===== config.mk =====
export PLATFORM = sky130hd
export DESIGN_NAME = gts_teardown_seq
export DESIGN_NICKNAME = d
export VERILOG_FILES = /design/src/rtl/gts_pkg.sv /design/src/rtl/gts_pbdma_drain.sv /design/src/rtl/gts_eng_judge.sv /design/src/rtl/gts_teardown_seq.sv
export SDC_FILE = /design/constraint.sdc
export NUM_CORES = 1
export LEC_CHECK = 0
export ABC_AREA = 1
export CORE_AREA = 10 10 85 87
export CTS_CLUSTER_DIAMETER = 80
export CTS_CLUSTER_SIZE = 30
export DETAILED_ROUTE_END_ITERATION = 12
export DIE_AREA = 0 0 95 97
export MAX_ROUTING_LAYER = met4
export PLACE_DENSITY_LB_ADDON = 0.12
export SKIP_LAST_GASP = 1
export SYNTH_ARGS = -nofsm -noshare
export SYNTH_HDL_FRONTEND = slang
export SYNTH_SLANG_ARGS = --single-unit

===== constraint.sdc =====
create_clock -name clk -period 2.1 [get_ports clk]
set_input_delay 0.63 -clock clk [delete_from_list [all_inputs] [get_ports clk]]
set_output_delay 0.63 -clock clk [all_outputs]
set_load 0.05 [all_outputs]

===== src/rtl/gts_pkg.sv =====
package gts_pkg;

    // Engine context status codes seen on eng_ctx_stat_i
    typedef enum logic [2:0] {
        CTX_INVALID = 3'd0,
        CTX_VALID   = 3'd1,
        CTX_SAVE    = 3'd2,
        CTX_LOAD    = 3'd3,
        CTX_SWITCH  = 3'd4
    } ctx_stat_e;

    typedef enum logic [3:0] {
        ST_IDLE,
        ST_SCHED_OFF,
        ST_CHAN_OFF,
        ST_PREEMPT,
        ST_PBDMA_WAIT,
        ST_INTR_SVC,
        ST_ENG_JUDGE,
        ST_RST_HALT,
        ST_RST_ON,
        ST_RST_WAIT,
        ST_SCHED_ON,
        ST_DONE
    } seq_state_e;

    typedef struct packed {
        logic resolved;
        logic need;
    } verdict_t;

    // Verdict for one poll sample; unresolved codes keep the poll going
    function automatic verdict_t judge_ctx(logic [2:0] st, logic cur_hit, logic next_hit);
        verdict_t v;
        v = '0;
        unique case (st)
            CTX_INVALID: begin v.resolved = 1'b1; v.need = 1'b0;     end
            CTX_VALID,
            CTX_SAVE:    begin v.resolved = 1'b1; v.need = cur_hit;  end
            CTX_LOAD:    begin v.resolved = 1'b1; v.need = next_hit; end
            default:     begin v.resolved = 1'b0; v.need = 1'b0;     end
        endcase
        return v;
    endfunction

endpackage


===== src/rtl/gts_pbdma_drain.sv =====
module gts_pbdma_drain #(
    parameter int NUM_PBDMA = 2,
    parameter logic [NUM_PBDMA-1:0] SERVE_MASK = '1
) (
    input  logic [NUM_PBDMA-1:0] chan_active_i,
    input  logic [NUM_PBDMA-1:0] intr_i,
    output logic                 all_idle_o,
    output logic                 intr_pend_o
);
    logic [NUM_PBDMA-1:0] busy_q;
    logic [NUM_PBDMA-1:0] intr_q;

    // Only PBDMAs that serve this runlist take part in the drain
    for (genvar p = 0; p < NUM_PBDMA; p++) begin : g_pb
        if (SERVE_MASK[p]) begin : g_on
            assign busy_q[p] = chan_active_i[p];
            assign intr_q[p] = intr_i[p];
        end else begin : g_off
            assign busy_q[p] = 1'b0;
            assign intr_q[p] = 1'b0;
        end
    end

    assign all_idle_o  = ~|busy_q;
    assign intr_pend_o = |intr_q;
endmodule


===== src/rtl/gts_eng_judge.sv =====
module gts_eng_judge
    import gts_pkg::*;
#(
    parameter int ID_W       = 8,
    parameter int POLL_LIMIT = 16
) (
    input  logic            clk,
    input  logic            rst,
    input  logic            clear_i,
    input  logic            poll_i,
    input  logic            force_i,
    input  logic [2:0]      stat_i,
    input  logic [ID_W-1:0] cur_id_i,
    input  logic [ID_W-1:0] next_id_i,
    input  logic [ID_W-1:0] target_i,
    output logic            resolved_o,
    output logic            need_o
);
    localparam int CW = $clog2(POLL_LIMIT + 1);
    localparam logic [CW-1:0] LAST = CW'(POLL_LIMIT - 1);

    logic [CW-1:0] wait_cnt;
    verdict_t      sample;

    assign sample = judge_ctx(stat_i, cur_id_i == target_i, next_id_i == target_i);

    always_ff @(posedge clk) begin
        if (rst || clear_i) begin
            resolved_o <= 1'b0;
            need_o     <= 1'b0;
            wait_cnt   <= '0;
        end else if (poll_i && !resolved_o) begin
            if (force_i) begin
                resolved_o <= 1'b1;
                need_o     <= 1'b1;
            end else if (sample.resolved) begin
                resolved_o <= 1'b1;
                need_o     <= sample.need;
            end else if (wait_cnt == LAST) begin
                // status never settled: assume the group is stuck on it
                resolved_o <= 1'b1;
                need_o     <= 1'b1;
            end else begin
                wait_cnt <= wait_cnt + 1'b1;
            end
        end
    end
endmodule


===== src/rtl/gts_teardown_seq.sv =====
module gts_teardown_seq
    import gts_pkg::*;
#(
    parameter int NUM_PBDMA  = 2,
    parameter int NUM_ENG    = 2,
    parameter int ID_W       = 8,
    parameter int POLL_LIMIT = 16,
    parameter logic [NUM_PBDMA-1:0] PBDMA_SERVE_MASK = '1
) (
    input  logic                    clk,
    input  logic                    rst,
    input  logic                    start_i,
    input  logic                    imm_reset_i,
    input  logic [ID_W-1:0]         target_id_i,
    input  logic [NUM_PBDMA-1:0]    pbdma_chan_active_i,
    input  logic [NUM_PBDMA-1:0]    pbdma_intr_i,
    input  logic                    intr_svc_ack_i,
    input  logic [3*NUM_ENG-1:0]    eng_ctx_stat_i,
    input  logic [ID_W*NUM_ENG-1:0] eng_cur_id_i,
    input  logic [ID_W*NUM_ENG-1:0] eng_next_id_i,
    input  logic [NUM_ENG-1:0]      eng_reinit_ack_i,
    output logic                    sched_disable_o,
    output logic                    chan_disable_o,
    output logic                    preempt_o,
    output logic                    intr_svc_req_o,
    output logic [NUM_ENG-1:0]      eng_halt_o,
    output logic [NUM_ENG-1:0]      eng_reset_o,
    output logic [NUM_ENG-1:0]      eng_reset_need_o,
    output logic                    sched_enable_o,
    output logic                    done_o
);
    seq_state_e state_q, state_d;
    logic [ID_W-1:0] tgt_q;
    logic            imm_q;
    logic            kick;
    logic            drained, intr_pend;
    logic [NUM_ENG-1:0] eng_resolved, eng_need;

    assign kick = (state_q == ST_IDLE) && start_i;

    gts_pbdma_drain #(
        .NUM_PBDMA  (NUM_PBDMA),
        .SERVE_MASK (PBDMA_SERVE_MASK)
    ) u_drain (
        .chan_active_i (pbdma_chan_active_i),
        .intr_i        (pbdma_intr_i),
        .all_idle_o    (drained),
        .intr_pend_o   (intr_pend)
    );

    for (genvar e = 0; e < NUM_ENG; e++) begin : g_eng
        gts_eng_judge #(
            .ID_W       (ID_W),
            .POLL_LIMIT (POLL_LIMIT)
        ) u_judge (
            .clk        (clk),
            .rst        (rst),
            .clear_i    (kick),
            .poll_i     (state_q == ST_ENG_JUDGE),
            .force_i    (imm_q),
            .stat_i     (eng_ctx_stat_i[3*e +: 3]),
            .cur_id_i   (eng_cur_id_i[ID_W*e +: ID_W]),
            .next_id_i  (eng_next_id_i[ID_W*e +: ID_W]),
            .target_i   (tgt_q),
            .resolved_o (eng_resolved[e]),
            .need_o     (eng_need[e])
        );
    end

    always_ff @(posedge clk) begin
        if (rst) begin
            state_q <= ST_IDLE;
            tgt_q   <= '0;
            imm_q   <= 1'b0;
        end else begin
            state_q <= state_d;
            if (kick) begin
                tgt_q <= target_id_i;
                imm_q <= imm_reset_i;
            end
        end
    end

    always_comb begin
        state_d = state_q;
        unique case (state_q)
            ST_IDLE:       if (start_i) state_d = ST_SCHED_OFF;
            ST_SCHED_OFF:  state_d = ST_CHAN_OFF;
            ST_CHAN_OFF:   state_d = ST_PREEMPT;
            ST_PREEMPT:    state_d = imm_q ? ST_ENG_JUDGE : ST_PBDMA_WAIT;
            ST_PBDMA_WAIT: begin
                if (intr_pend)    state_d = ST_INTR_SVC;
                else if (drained) state_d = ST_ENG_JUDGE;
            end
            ST_INTR_SVC:   if (intr_svc_ack_i) state_d = ST_PBDMA_WAIT;
            ST_ENG_JUDGE:  begin
                if (&eng_resolved)
                    state_d = (|eng_need) ? ST_RST_HALT : ST_SCHED_ON;
            end
            ST_RST_HALT:   state_d = ST_RST_ON;
            ST_RST_ON:     state_d = ST_RST_WAIT;
            ST_RST_WAIT:   begin
                if ((eng_reinit_ack_i & eng_need) == eng_need) state_d = ST_SCHED_ON;
            end
            ST_SCHED_ON:   state_d = ST_DONE;
            ST_DONE:       state_d = ST_IDLE;
            default:       state_d = ST_IDLE;
        endcase
    end

    logic in_reset_phase;
    assign in_reset_phase = (state_q == ST_RST_HALT) || (state_q == ST_RST_ON) ||
                            (state_q == ST_RST_WAIT);

    assign sched_disable_o  = (state_q == ST_SCHED_OFF);
    assign chan_disable_o   = (state_q == ST_CHAN_OFF);
    assign preempt_o        = (state_q == ST_PREEMPT);
    assign intr_svc_req_o   = (state_q == ST_INTR_SVC);
    assign eng_halt_o       = in_reset_phase ? eng_need : '0;
    assign eng_reset_o      = (state_q == ST_RST_ON) ? eng_need : '0;
    assign eng_reset_need_o = eng_need;
    assign sched_enable_o   = (state_q == ST_SCHED_ON);
    assign done_o           = (state_q == ST_DONE);
endmodule


# Yosys cells after proc, flatten, opt, wreduce, memory -nomap -nowiden
# Cells that the tools add are included.
dict set report word_totals {
  out_inout_bits 12
  reg_bits 27
  inputBits 57
}
dict set report classes {
  n_reduce_logical 24
  n_bitwise 6
  n_eq_ne 29
  add_sub_neg 2
  muxes 23
}
# op n
set op_table {}
lappend op_table {{4-bit case mux with 11 select lines} 1}
lappend op_table {{8-bit equality test} 4}
lappend op_table {{4-bit 2-to-1 mux} 7}
lappend op_table {{4-bit by 3-bit equality test with 1-bit output (second input constant)} 4}
lappend op_table {{4-bit equality test (second input constant)} 4}
lappend op_table {{3-bit by 2-bit equality test with 1-bit output (second input constant)} 4}
lappend op_table {{2-bit case mux with 3 select lines} 2}
lappend op_table {{5-bit by 1-bit adder with 5-bit output (second input constant)} 2}
lappend op_table {{5-bit by 4-bit equality test with 1-bit output (second input constant)} 2}
lappend op_table {{1-bit 2-to-1 mux} 10}
lappend op_table {{2-bit OR reduction} 5}
lappend op_table {{4-bit by 2-bit equality test with 1-bit output (second input constant)} 2}
lappend op_table {{2-bit inequality test (second input constant)} 4}
lappend op_table {{4-bit AND reduction} 2}
lappend op_table {{3-bit by 1-bit equality test with 1-bit output (second input constant)} 2}
lappend op_table {{3-bit logical NOT} 2}
lappend op_table {{2-bit 2-to-1 mux} 3}
lappend op_table {{2-bit AND reduction} 3}
lappend op_table {{3-bit nonzero test} 2}
lappend op_table {{1-bit NOT} 5}
lappend op_table {{5-bit AND reduction} 1}
lappend op_table {{4-bit by 1-bit equality test with 1-bit output (second input constant)} 1}
lappend op_table {{4-bit logical NOT} 1}
lappend op_table {{1-bit logical AND} 3}
lappend op_table {{other kinds (5)} 8}

# Longest topological paths before layout
dict set report logic_depth {
  depth_word 5
  ltp_mapped 11
}

# Cells and area by module
# Synthesis repeated with hierarchy kept, for this count alone.
dict set report hier_totals {
  cells_unflattened 366
  hier_area_um2 2085.8
}
# module cells_per_inst n_inst seq_area_each_um2 area_per_inst_um2
set by_module_without_submodules {}
lappend by_module_without_submodules {gts_eng_judge 118 2 140.1 653.1}
lappend by_module_without_submodules {gts_teardown_seq 126 1 260.2 764.5}
lappend by_module_without_submodules {gts_pbdma_drain 4 1 0.0 15.0}

# Worst setup path before layout
# Ideal clock, no wire load.
dict set report synth_path {
  kind {register to output}
  from {register state_q[1]}
  to {output port chan_disable_o}
  t_arrival_ns 1.650
  path_slack_ns -0.180
  required_time_ns 1.470
  stages_incl_launch_ff 5
  cell_sequence {dfxtp_1 > inv_2 > nor2_2 > inv_1 > nor3_1}
}
dict set report synth_via {
  elab_chain_len 1
}
# item line
set synth_lines {}
lappend synth_lines {{start, declared} gts_teardown_seq.sv:32} ;# seq_state_e state_q, state_d;
lappend synth_lines {{start signal, assigned} gts_teardown_seq.sv:76} ;# state_q <= state_d;
lappend synth_lines {{4-bit by 2-bit equality test with 1-bit output} gts_teardown_seq.sv:116} ;# assign chan_disable_o = (state_q == ST_CHAN_OFF);
lappend synth_lines {{end, declared} gts_teardown_seq.sv:23} ;# output logic chan_disable_o,
# No other way between the ends.

# Final worst setup path
dict set report layout_path {
  from {register state_q[3]}
  to {output port eng_reset_o[0]}
}
dict set report layout_via {
  elab_chain_len 2
}
# item line
set layout_lines {}
lappend layout_lines {{4-bit equality test} gts_teardown_seq.sv:120} ;# assign eng_reset_o = (state_q == ST_RST_ON) ? eng_need : '0;
lappend layout_lines {{2-bit 2-to-1 mux} gts_teardown_seq.sv:120}
lappend layout_lines {{end, declared} gts_teardown_seq.sv:27} ;# output logic [NUM_ENG-1:0] eng_reset_o,
# No other way between the ends.

==> flow_summary.ini <==
[status]
status = finished clean

[timing]
max_slew_margin_pct = 79.87
setup_viol_count_final = 0
max_slew.worst_pin.slew_ns = 0.3008
hold_violations = 0
fin_setup_tns_ns = 0
clock.fmax_mhz = 490.3
layout_setup_ws_ns = 0.06027
fin_crit_ns = 2.040
period_share_pct = 97.13
finalClockSkew_ns = 0.001539
holdWs_ns = 0.4873
rsz0062_at_grt = true
drv_slew = 0

[grt]
grt_pass1_wl_um = 10530
grt_start_max_net_pins = 16
antenna_found_initial = 0
gr-total-overflow = 0
grt_pass1_vias = 2265
grt.total_usage_pct = 13.79

[clocking]
insertion_delay_ns = 0.27
clkSinkCount = 27
cts_root_buf = clkbuf_8
cts.path.max_buffers = 2
cts.htree.levels = 1
clk_pin_slew_ns = 0.10
cts_tree = yes
ctsHoldBuffers = 0
cts_buffers = 3
cts_setup_buffers = 0

[synth]
netlist_area_um2 = 1989
ys_async_sr_fraction_pct = 0
synth_edf_count = 0
synth_ff_type = dfxtp_1
synth_area_per_cell_um2 = 5.992
synth_top_cells_by_count = nand2_1 (81), inv_1 (52), nor2_1 (39)
yosysSeqAreaShare_pct = 27.17
syn_nets = 393
yosys.area.top_type = dfxtp_1
synth_most_common_cell = nand2_1
syn_inst = 332
post_synth_num_cell_types = 25
netlist_top_cells_area = dfxtp_1 (27%), nand2_1 (15%), inv_1 (9.8%)
ys_ff_latch = 27
yosysTopAreaCellShare_pct = 27.17
ys_warn_count = 0

[worst_setup_path]
crit_path_max_fanout = 5
path_class = reg -> out
crit_required_ns = 1.47
start_kind = flip-flop
cp-end-kind = output port
cp_data_arrival_time_ns = 1.41

[detailed_routing]
finalWirelength_um = 6205
final_antenna_net_count = 0
drt_first_pass_iters = 4
dr_total_vias = 2338
first_iter_violations = 88
wire_per_inst_um = 12.56
routed_via_density = 4.733
drc = 0

[floorplanning]
io_pins = 69
fp.dieArea_um2 = 9215
start_util_pct = 36.35
die_height_um = 97
num_rows = 27
die_x_um = 95
core_um2 = 5473

[power]
vdd_drop_max_mv = 0.2480
p_leak_nw = 1.388
finalPower_mw = 1.425
power_density_nw_per_um2 = 464.5

[placed_design]
gp_congestion = 0.8594
place_hpwl_um = 5223
dpl_worst_slack_ns = -0.1296
port_buffers = 68
dp_cells = 490
place_area_um2 = 2990

[final_layout]
final_cell_count_no_fill = 494
antenna_cells = 0
fillers = 557
final_area_um2 = 3067
num-nets-final = 484
area_delta_synth_final_pct = 54.15
postLayoutCoreUtil_pct = 56.04
drive_above_1_share_pct = 19.67

[min_path]
hold_path_class = reg -> reg

[flow_run]
max-cap-violations = 0
## registers in the layout (all words and copies together), names as in the netlist
register                  count
tgt_q                         8
state_q                       4
g_eng.u_judge.wait_cnt       10
g_eng.u_judge.resolved_o      2
g_eng.u_judge.need_o          2
imm_q                         1
## what timing repair did
action,CTS,global route
endpoints found under the setup margin,4,9
pin swaps,0,0
resized for setup,2,11
## layer usage
metal,track usage [%],vias up,wire (um)
met4,2.746,0,31
li1,-,1239,-
met5,-,-,0
met2,21.43,54,2834
met1,18.09,1043,2964
met3,2.621,2,374
## critical path, cell delays in order, from the launching register on
cell and delay [ns]:
dfxtp_4 0.40, nand2_1 0.11, nor2_2 0.16, nand2_1 0.15, nor2_2 0.16, buf_12 0.15
## cell type report
class	count	area (um2)	share of cell area [%]
inverters	59	221.5	7.222
clock buffers	3	41.29	1.346
well taps	72	90.09	2.938
repair buffers	90	940.9	30.68
clock inverters	1	5.005	0.1632
flip-flops and latches	27	546.8	17.83
multi-input cells	242	1221	39.82
## cells by family after synthesis
logic type,synth area share [%]
simple gates,41.57
fa+ha+maj,2.516
buf+inv,12.89
flops,27.17
compound gates,15.85
## layout by cell type (no fill, tap or decap)
master and count:
nor3_1 7, nand2_1 81, clkinv_2 1, nor2_2 10
nor3b_1 2, nor2_1 33, dfxtp_1 24, dfxtp_4 1
inv_1 51, o31ai_1 1, o21ai_1 4, o211ai_1 5
o22ai_1 2, o21ai_0 21, dfxtp_2 2, buf_4 24
a21oi_1 22, nand3_2 5, buf_12 10, nor3_2 1
ha_1 4, nand4_1 6, inv_2 8, clkbuf_8 3
o21ai_2 2, or2_2 2, nor2_4 4, nand3_1 20
nand2_2 9, clkdlybuf4s50_1 56, a21oi_2 1
## path summary, 6_finish.rpt
kind                                                           startpoint                                        end  slack [ns]  cells past startpoint
worst max-delay path                              state_q[3]$_SDFFE_PP0P_                             eng_reset_o[0]        0.06                      5
worst min-delay path            g_eng[1].u_judge.wait_cnt[3]$_SDFFE_PP0P_  g_eng[1].u_judge.wait_cnt[3]$_SDFFE_PP0P_        0.49                      2
worst max register to register  g_eng[0].u_judge.wait_cnt[0]$_SDFFE_PP0P_  g_eng[0].u_judge.wait_cnt[3]$_SDFFE_PP0P_        0.36                     10
worst min register to register  g_eng[1].u_judge.wait_cnt[3]$_SDFFE_PP0P_  g_eng[1].u_judge.wait_cnt[3]$_SDFFE_PP0P_        0.49                      2
## where the power goes
part | internal (mW) | switching (mW) | leakage [nW]
sequential | 0.548 | 0.0390 | 0.221
combinational | 0.259 | 0.276 | 1.14
clock | 0.133 | 0.170 | 0.0255
total | 0.940 | 0.484 | 1.39
(Power assumes the default switching activity.)
